===== src/rtl/sram_lane_pkg.sv =====
`timescale 1ns/1ps
package sram_lane_pkg;
    localparam int LANE_W = 8;
    localparam int LANES  = 2;
    localparam int WORD_W = LANE_W * LANES;

    // access sequencing state: selected in the last sample, access locked off
    typedef struct packed {
        logic sel;
        logic lock;
    } seq_t;

    // registered return path
    typedef struct packed {
        logic [LANES-1:0]  drive;
        logic [WORD_W-1:0] data;
    } ret_t;
endpackage


===== src/rtl/sram_mode_decode.sv =====
`timescale 1ns/1ps
module sram_mode_decode
    import sram_lane_pkg::*;
(
    input  logic             clk,
    input  logic             rst_n,
    input  logic             cs_n,
    input  logic             we_n,
    input  logic             oe_n,
    input  logic             lb_n,
    input  logic             ub_n,
    output logic [LANES-1:0] lane_wr,
    output logic [LANES-1:0] lane_rd
);
    seq_t seq_d, seq_q;

    always_comb begin
        seq_d   = seq_q;
        lane_wr = '0;
        lane_rd = '0;
        if (cs_n == 1'b0) begin
            seq_d.sel = 1'b1;
            if (!seq_q.sel) begin
                seq_d.lock = (we_n == 1'b0);
            end
            if (we_n == 1'b0) begin
                lane_wr = ~{ub_n, lb_n};
            end else if (oe_n == 1'b0 && !seq_d.lock) begin
                lane_rd = ~{ub_n, lb_n};
            end
        end else begin
            seq_d = '0;
        end
    end

    always_ff @(posedge clk or negedge rst_n) begin
        if (!rst_n) begin
            seq_q <= '0;
        end else begin
            seq_q <= seq_d;
        end
    end

    AST_LOCK_NO_READ: assert property (@(posedge clk) disable iff (!rst_n)
        (seq_q.lock && cs_n == 1'b0) |-> (lane_rd == '0));
endmodule


===== config.mk =====
export PLATFORM = sky130hd
export DESIGN_NAME = sram_mode_decode
export DESIGN_NICKNAME = d
export VERILOG_FILES = /design/src/rtl/sram_lane_pkg.sv /design/src/rtl/sram_mode_decode.sv
export SDC_FILE = /design/constraint.sdc
export NUM_CORES = 1
export LEC_CHECK = 0
export BUFFER_PORTS_ARGS = -buffer_cell sky130_fd_sc_hd__buf_2
export CAP_MARGIN = 20
export CORE_AREA = 2 2 39 41
export CTS_CLUSTER_SIZE = 30
export DETAILED_ROUTE_END_ITERATION = 8
export DIE_AREA = 0 0 41 43
export GPL_TIMING_DRIVEN = 0
export MAX_ROUTING_LAYER = met4
export PLACE_DENSITY_LB_ADDON = 0.3
export SYNTH_ARGS = -nofsm -noshare
export SYNTH_HDL_FRONTEND = slang
export SYNTH_SLANG_ARGS = --single-unit

===== constraint.sdc =====
create_clock -name clk -period 0.8 [get_ports clk]
set_input_delay 0.16 -clock clk [delete_from_list [all_inputs] [get_ports clk]]
set_output_delay 0.16 -clock clk [all_outputs]
set_load 0.01 [all_outputs]

==> results.sh, run 1 <==
export IMPL_rsz0062_at_grt="true"
export IMPL_syn_nets=18
export IMPL_grt_max_degree=7
export IMPL_p_clk_share_pct=55.6
export IMPL_cts_tree="yes"
export IMPL_yosys_warnings=0
export IMPL_hp_class="in2reg"
export IMPL_largest_reg_flops=2
export IMPL_clkTransAtPathRegs_ps=30
export IMPL_netlist_instances=11
export IMPL_status="finished with violations"
export IMPL_nNetsFinal=34
export IMPL_fin_crit_sh_pct=150
export IMPL_ant_nets=0
export IMPL_yosys_area_top_type="dfrtp_1"
export IMPL_place_ws_ps=-250
export IMPL_h_tree_depth=1
export IMPL_place_congestion=0.579
export IMPL_violations="setup timing"
export IMPL_fin_ws_ps=-403
export IMPL_period_needed_ps=1200
export IMPL_gr_usage_met2_pct=4.06
export IMPL_leakage_nw=0.126
export IMPL_cp_slowest_cell="dfrtp_1"
export IMPL_yosysSeqAreaShare_pct=48.8
export IMPL_cts_buffers=3
export IMPL_ys_ff_latch=2
export IMPL_cp_max_fo=3
export IMPL_port_buffers=10
export IMPL_ys_top_cells_by_count="2 x dfrtp_1, 2 x nor3_1, 2 x nor4b_1"
export IMPL_wl_per_cell_um=8.63
export IMPL_avgSynthCellArea_sq_um=9.33
export IMPL_power_mw=0.400
export IMPL_synth_area_leaders="dfrtp_1 49%, nor4b_1 17%, nor3_1 9.8%, nand2b_1 6.1%, or2_1 6.1%"
export IMPL_final_util_pct=18.1
export IMPL_area_growth_pct=144
export IMPL_num_rows=14
export IMPL_top_regs="seq_q x2"
export IMPL_finalSetupTns_ps=-772
export IMPL_fp_dieH_um=43
export IMPL_drt_initial_drc_count=1
export IMPL_slew_violations=0
export IMPL_first_pass_iters=2
export IMPL_maxCapViolations=0
export IMPL_cts_setup_buffers=0
export IMPL_end_kind="output port"
export IMPL_dpl_hpwl_um=273
export IMPL_clock_sinks=2
export IMPL_ioPinCount=11
export IMPL_track_usage_pct=5.86
export IMPL_setup_viol=2
export IMPL_clock_path_buffers=2
export IMPL_p_sw_mw=0.0944
export IMPL_fin_cells=41
export IMPL_yosys_most_used_dff="dfrtp_1"
export IMPL_grt_antenna_before_repair=0
export IMPL_grt_pass1_vias=128
export IMPL_ir_worst_vdd_uv=310
export IMPL_grt_pass1_wl_um=538
export IMPL_cts_root_buf="clkbuf_4"
export IMPL_p_comb_share_pct=16.9
export IMPL_die_x_um=41
export IMPL_top_register="seq_q"
export IMPL_synth_top_area_share_pct=48.8
export IMPL_synth_async_reset_ratio_pct=100
export IMPL_drive_gt1_share_pct=72.0
export IMPL_cp_cell_sequence="nand2_2 > nor4b_4 > buf_2"
export IMPL_fmax_ghz=0.831
export IMPL_p_int_mw=0.306
export IMPL_relSlewSlack_pct=86.3
export IMPL_wirelength_um=354
export IMPL_clk_latency_ps=220
export IMPL_finalClockSkew_ps=1.01
export IMPL_tightest_slew_ps=205
export IMPL_synth_edff_count=0
export IMPL_swShare_pct=23.6
export IMPL_grt_busiest_layer="met4"
export IMPL_met3_usage_pct=6.81
export IMPL_initial_utilization_pct=7.41
export IMPL_vias_per_cell=3.27
export IMPL_p_seq_share_pct=27.5
export IMPL_cp_required_ps=640
export IMPL_design_core_area_sq_um=1380
export IMPL_hold_violations=0
export IMPL_dp_cells=37
export IMPL_overflow=0
export IMPL_crit_type="reg2out"
export IMPL_met1_usage_pct=6.11
export IMPL_power_density_nw_per_um2=1600
export IMPL_drc_errors=0
export IMPL_num_antenna_cells=0
export IMPL_vias=134
export IMPL_netlist_area_sq_um=103
export IMPL_dieArea_sq_um=1760
export IMPL_critPathLaunchType="flop"
export IMPL_crit_arrival_ps=1040
export IMPL_ys_types=8
export IMPL_cpPeakStageDelay_ps=370
## layout make-up
type	count	area, sq um
clock buffer	3	22.5
tap	16	20.0
fill	151	1130
inverter	1	3.75
timing repair buffer	11	62.6
multi-input combinational	8	91.3
sequential	2	50.0
## layout by cell type, fill, tap and decap left out
| master | count |
|---|---|
| a21oi_1 | 1 |
| buf_2 | 9 |
| buf_4 | 1 |
| clkbuf_4 | 3 |
| dfrtp_1 | 2 |
| dlygate4sd3_1 | 1 |
| inv_1 | 1 |
| nand2_2 | 1 |
| nand2b_1 | 1 |
| nor3_2 | 2 |
| nor4b_4 | 2 |
| or2_1 | 1 |
## what timing repair did
item / 4_1_cts / 5_1_grt
resized for setup: 4 / 0
endpoints found under the hold margin: 2 / 0
gates cloned: 0 / 0
hold buffers: 1 / 0
endpoints found under the setup margin: 4 / 4
pin swaps: 0 / 1
## metal layers
layer	up-vias	part of all wire (%)
met2	11	34
li1	68	-
met3	0	16
met5	-	0
met1	55	49
met4	0	0
## per-stage QoR
stage | cell area (sq um) | hold slack [ps]
6_report | 250 | 178
5_1_grt | 250 | 164
4_1_cts | 250 | 164
3_5_place_dp | 203 | -51.9
3_3_place_gp | 203 | -52.3
2_1_floorplan | 133 | -136
## power by group through the flow
| stage | sequential (mW) | combinational [mW] | clock [mW] |
|---|---|---|---|
| finish | 0.110 | 0.0677 | 0.223 |
| global route | 0.111 | 0.0735 | 0.260 |
| CTS | 0.110 | 0.0686 | 0.242 |
| detailed placement | 0.110 | 0.0590 | 0 |
| global placement | 0.110 | 0.0572 | 0 |
| floorplan | 0.109 | 0.0240 | 0 |
## worst paths after layout
kind	slack, ps	endpoint	startpoint	depth (start not counted)
max	-400	lane_rd[0]	seq_q[1]$_DFF_PN0_	3
min	180	seq_q[1]$_DFF_PN0_	cs_n	2
max reg2reg	10	seq_q[0]$_DFF_PN0_	seq_q[1]$_DFF_PN0_	2
min reg2reg	550	seq_q[0]$_DFF_PN0_	seq_q[1]$_DFF_PN0_	2
max in group asynchronous	450	seq_q[1]$_DFF_PN0_	rst_n	2
min in group asynchronous	250	seq_q[0]$_DFF_PN0_	rst_n	2
## kinds of logic (layout without fill, tap and decap cells)
kind of cell / after synthesis / after routing / synth area share (%)
AOI/OAI and AO/OA: 1 / 1 / 4.87
DFF: 2 / 2 / 48.8
and+or+nand+nor: 7 / 7 / 42.7
buffers and inverters: 1 / 15 / 3.66
## critical path, delay by kind of cell, from the launching register on
kind | cells | cell delay [ps]
DFF | 1 | 370
buffers and inverters | 1 | 170
and+or+nand+nor | 2 | 280
No activity file was read; power rests on OpenSTA's default activity.
==> inputs of run 2 (changes only) <==
--- a/config.mk
+++ b/config.mk
@@ -7,6 +7,8 @@
 export LEC_CHECK = 0
 export BUFFER_PORTS_ARGS = -buffer_cell sky130_fd_sc_hd__buf_2
 export CAP_MARGIN = 20
+export CELL_PAD_IN_SITES_DETAIL_PLACEMENT = 0
+export CELL_PAD_IN_SITES_GLOBAL_PLACEMENT = 1
 export CORE_AREA = 2 2 39 41
 export CTS_CLUSTER_SIZE = 30
 export DETAILED_ROUTE_END_ITERATION = 8
==> run 2 against run 1 <==
  * The flow still finishes with violations (setup timing)
  * Global-route usage decreased by 0.82 points
  * Clock skew decreased by 0.81 ps
  * Critical path depth unchanged
  * Power increased by 2.1%
  * Setup slack improved by 17 ps
  * Via count decreased by 3.0%
  * Combinational power decreased by 1%
  * Design area unchanged
  * Flip-flop and latch count unchanged
  * Sequential power about the same
  * Largest power group unchanged
  * Fmax increased by 1.5%
  * Register-to-register slack about the same
==> results.sh, run 2 (synthesized netlist as in run 1, its figures left out) <==
export IMPL_status="finished with violations"
export IMPL_violations="setup timing"
export IMPL_final_cell_mix="9 x buf_2, 3 x clkbuf_4, 2 x nor3_2, 2 x nor4b_4, 2 x dfrtp_1"
export IMPL_h_tree_depth=1
export IMPL_largest_reg_flops=2
export IMPL_num_rows=14
export IMPL_place_congestion=0.589
export IMPL_slew_violations=0
export IMPL_cp_max_fo=3
export IMPL_min_to="seq_q[1]$_DFF_PN0_"
export IMPL_period_needed_ps=1190
export IMPL_critPathLaunchType="flop"
export IMPL_cp_required_ps=640
export IMPL_whs_path_depth=2
export IMPL_clk_latency_ps=220
export IMPL_r2r_end="seq_q[0]$_DFF_PN0_"
export IMPL_ir_worst_vdd_uv=299
export IMPL_top_register="seq_q"
export IMPL_rsz0062_at_grt="true"
export IMPL_fin_ws_ps=-386
export IMPL_hp_class="in2reg"
export IMPL_power_mw=0.409
export IMPL_grt_antenna_before_repair=0
export IMPL_wl_per_cell_um=8.12
export IMPL_grt_pass1_vias=137
export IMPL_cts_tree="yes"
export IMPL_cts_setup_buffers=0
export IMPL_clock_path_buffers=2
export IMPL_min_delay_start="cs_n"
export IMPL_final_util_pct=18.1
export IMPL_hold_violations=0
export IMPL_overflow=0
export IMPL_clkTransAtPathRegs_ps=30
export IMPL_fp_dieH_um=43
export IMPL_fin_crit_sh_pct=148
export IMPL_relSlewSlack_pct=85.7
export IMPL_cts_root_buf="clkbuf_4"
export IMPL_drc_errors=0
export IMPL_dp_cells=37
export IMPL_end_kind="output port"
export IMPL_ioPinCount=11
export IMPL_cts_buffers=3
export IMPL_worstReg2RegStart="seq_q[1]$_DFF_PN0_"
export IMPL_crit_type="reg2out"
export IMPL_vias_per_cell=3.17
export IMPL_drt_initial_drc_count=0
export IMPL_r2r_cells=2
export IMPL_fin_cells=41
export IMPL_drive_gt1_share_pct=72.0
export IMPL_die_x_um=41
export IMPL_wirelength_um=333
export IMPL_setup_viol=3
export IMPL_ant_nets=0
export IMPL_first_pass_iters=1
export IMPL_fmax_ghz=0.843
export IMPL_num_antenna_cells=0
export IMPL_top_regs="seq_q x2"
export IMPL_finalSetupTns_ps=-774
export IMPL_initial_utilization_pct=7.41
export IMPL_finalClockSkew_ps=0.206
export IMPL_crit_arrival_ps=1030
export IMPL_tightest_slew_ps=215
export IMPL_dieArea_sq_um=1760
export IMPL_design_core_area_sq_um=1380
export IMPL_clock_sinks=2
export IMPL_port_buffers=10
export IMPL_power_density_nw_per_um2=1630
export IMPL_r2r_slack_ps=0
export IMPL_final_common_cell="buf_2"
export IMPL_grt_max_degree=7
export IMPL_maxCapViolations=0
export IMPL_track_usage_pct=5.04
export IMPL_leakage_nw=0.126
export IMPL_area_growth_pct=144
export IMPL_grt_pass1_wl_um=545
export IMPL_vias=130
export IMPL_nNetsFinal=34
-- run 2: final cells by class --
type	instances	area, sq um
Fill cell	156	1130
Multi-Input combinational cell	8	91.3
Timing Repair Buffer	11	62.6
Sequential cell	2	50.0
Clock buffer	3	22.5
Tap cell	16	20.0
Inverter	1	3.75
-- run 2: repair_timing --
action	CTS	global route
hold buffers	1	0
pin swaps	0	1
resized for setup	3	1
cloned	0	0
setup endpoints to repair	4	5
hold endpoints to repair	2	0
-- run 2: power by group --
part           switching, mW  internal [mW]  total [mW]
logic                 0.0335         0.0334      0.0669
clock network         0.0651          0.166       0.232
registers            0.00323          0.107       0.110
total                  0.102          0.307       0.409
-- run 2: how the worst max path moves through the flow --
stage / startpoint / to / depth (start not counted)
finish: seq_q[1]$_DFF_PN0_ / lane_rd[0] / 3
detailed placement: oe_n / lane_rd[0] / 4
floorplan: seq_q[1]$_DFF_PN0_ / lane_rd[0] / 2
global route: seq_q[0]$_DFF_PN0_ / lane_rd[0] / 3
CTS: seq_q[0]$_DFF_PN0_ / lane_rd[0] / 3
global placement: oe_n / lane_rd[1] / 4
-- run 2: layer usage --
layer / vias to the layer above / share of wire (%) / GRT usage, %
met2: 11 / 41 / 5.31
met5: - / 0 / -
li1: 67 / - / -
met1: 52 / 48 / 7.40
met3: 0 / 11 / 0
met4: 0 / 0 / 6.00
-- run 2: worst max-delay path, stage by stage (launching register included) --
cell	delay, ps
dfrtp_1	380
nand2_2	80
nor4b_4	170
buf_2	160
-- run 2: per-stage QoR --
stage,cell area [sq um],setup slack [ps],hold slack [ps]
after CTS,245,-417,155
after detailed placement,203,-224,-52.8
after global placement,203,-197,-54.5
after global routing,250,-458,175
after floorplan,133,-30.8,-136
final,250,-386,170
==> inputs of run 3 (changes only) <==
==> constraint.sdc (replaced) <==
create_clock -name clk -period 1.4 [get_ports clk]
set_input_delay 0.28 -clock clk [delete_from_list [all_inputs] [get_ports clk]]
set_output_delay 0.28 -clock clk [all_outputs]
set_load 0.01 [all_outputs]
==> run 3 against run 2 <==
  * The flow now finishes without violations
  * Utilization shrank 2.4 points
  * Non-clock buffer count is the same
  * Setup slack gained 470 ps
  * Die area is the same
  * First-iteration DRC count grew 1
  * Final cell count is the same
  * Register-to-register slack gained 630 ps
  * Design area shrank 13%
  * Power shrank 46%
  * Flip-flop and latch count is the same
  * Critical endpoint unchanged
  * Largest cell class unchanged
  * Highest routed layer unchanged
==> results.sh, run 3 (synthesized netlist as in run 1, its figures left out) <==
export IMPL_cts_tree="yes"
export IMPL_status="complete, no violations"
export IMPL_finalSetupTns_ps=0
export IMPL_ioPinCount=11
export IMPL_drt_initial_drc_count=1
export IMPL_ir_worst_vdd_uv=153
export IMPL_initial_utilization_pct=7.41
export IMPL_whs_path_depth=2
export IMPL_crit_arrival_ps=1040
export IMPL_grt_pass1_vias=140
export IMPL_place_ws_ps=171
export IMPL_grt_max_degree=7
export IMPL_drc_errors=0
export IMPL_vias_per_cell=3.46
export IMPL_track_usage_pct=5.25
export IMPL_fmax_ghz=0.760
export IMPL_grt_pass1_wl_um=489
export IMPL_fin_crit_sh_pct=94.0
export IMPL_hold_violations=0
export IMPL_period_needed_ps=1320
export IMPL_cts_setup_buffers=0
export IMPL_r2r_end="seq_q[0]$_DFF_PN0_"
export IMPL_num_antenna_cells=0
export IMPL_clkTransAtPathRegs_ps=30
export IMPL_vias=142
export IMPL_design_core_area_sq_um=1380
export IMPL_drive_gt1_share_pct=60.0
export IMPL_top_register="seq_q"
export IMPL_overflow=0
export IMPL_hp_class="in2reg"
export IMPL_cp_required_ps=1120
export IMPL_nFillCells=158
export IMPL_r2r_cells=2
export IMPL_final_util_pct=15.7
export IMPL_cts_root_buf="clkbuf_4"
export IMPL_wirelength_um=335
export IMPL_clock_sinks=2
export IMPL_final_cell_mix="10 x buf_2, 3 x clkbuf_4, 2 x nor3_1, 2 x nor4b_2, 2 x dfrtp_1"
export IMPL_min_to="seq_q[1]$_DFF_PN0_"
export IMPL_worstReg2RegStart="seq_q[1]$_DFF_PN0_"
export IMPL_final_common_cell="buf_2"
export IMPL_power_density_nw_per_um2=1020
export IMPL_relSlewSlack_pct=87.4
export IMPL_fin_ws_ps=84.1
export IMPL_clock_path_buffers=2
export IMPL_min_delay_start="cs_n"
export IMPL_place_congestion=0.551
export IMPL_setup_viol=0
export IMPL_leakage_nw=0.108
export IMPL_top_regs="seq_q x2"
export IMPL_clk_latency_ps=220
export IMPL_rsz0062_at_grt="false"
export IMPL_maxCapViolations=0
export IMPL_largest_reg_flops=2
export IMPL_cts_buffers=3
export IMPL_port_buffers=10
export IMPL_area_growth_pct=112
export IMPL_whs_ps=284
export IMPL_finalClockSkew_ps=0.245
export IMPL_h_tree_depth=1
export IMPL_fin_cells=41
export IMPL_ant_nets=0
export IMPL_nNetsFinal=34
export IMPL_slew_violations=0
export IMPL_dieArea_sq_um=1760
export IMPL_dp_cells=37
export IMPL_r2r_slack_ps=630
export IMPL_tightest_slew_ps=188
export IMPL_wl_per_cell_um=8.17
export IMPL_die_x_um=41
export IMPL_crit_type="reg2out"
export IMPL_num_rows=14
export IMPL_first_pass_iters=2
export IMPL_end_kind="output port"
export IMPL_fp_dieH_um=43
export IMPL_cp_max_fo=3
export IMPL_grt_antenna_before_repair=0
export IMPL_critPathLaunchType="flop"
run 3: cell counts in the layout (fill, tap and decap cells not counted):
No cell type changed its count.
run 3: critical path, cell delays in order (launching register included):
cell,delay (ps)
dfrtp_1,360
nand2_1,100
nor4b_2,190
buf_2,170
run 3: worst max-delay path by stage:
stage,start,end,cells past startpoint
after floorplan,oe_n,lane_rd[0],2
after global placement,oe_n,lane_rd[1],4
after detailed placement,oe_n,lane_rd[1],4
after CTS,seq_q[1]$_DFF_PN0_,lane_rd[0],3
after global routing,seq_q[1]$_DFF_PN0_,lane_rd[0],3
final,seq_q[1]$_DFF_PN0_,lane_rd[0],3
run 3: metrics by stage:
| step | instance area, sq um | power [mW] |
|---|---|---|
| 6_report | 218 | 0.221 |
| 3_3_place_gp | 173 | 0.0877 |
| 3_5_place_dp | 173 | 0.0884 |
| 4_1_cts | 211 | 0.229 |
| 2_1_floorplan | 103 | 0.0716 |
| 5_1_grt | 218 | 0.235 |
run 3: repair_timing:
action / 4_1_cts / 5_1_grt
endpoints found under the hold margin: 2 / 0
resized for setup: 1 / 1
endpoints found under the setup margin: 1 / 1
hold buffers: 1 / 0
cloned: 0 / 0
run 3: power breakdown:
part	internal, mW	total [mW]	switching, mW	leakage [nW]
logic	0.0153	0.0303	0.0151	0.0690
registers	0.0612	0.0621	0.000895	0.0250
clock network	0.0947	0.129	0.0340	0.0138
total	0.171	0.221	0.0500	0.108
run 3: layout make-up:
cell class / count / area, sq um / area share (%)
tap: 16 / 20.0 / 9.20
multi-input combinational: 8 / 61.3 / 28.2
inverter: 1 / 3.75 / 1.72
timing repair buffer: 11 / 60.1 / 27.6
clock buffer: 3 / 22.5 / 10.3
sequential: 2 / 50.0 / 23.0
run 3: per-layer routing:
layer | GRT usage (%) | up-vias | part of all wire, %
li1 | - | 68 | -
met1 | 5.14 | 63 | 41
met2 | 4.38 | 11 | 43
met3 | 4.71 | 0 | 16
met4 | 8.00 | 0 | 0
met5 | - | - | 0
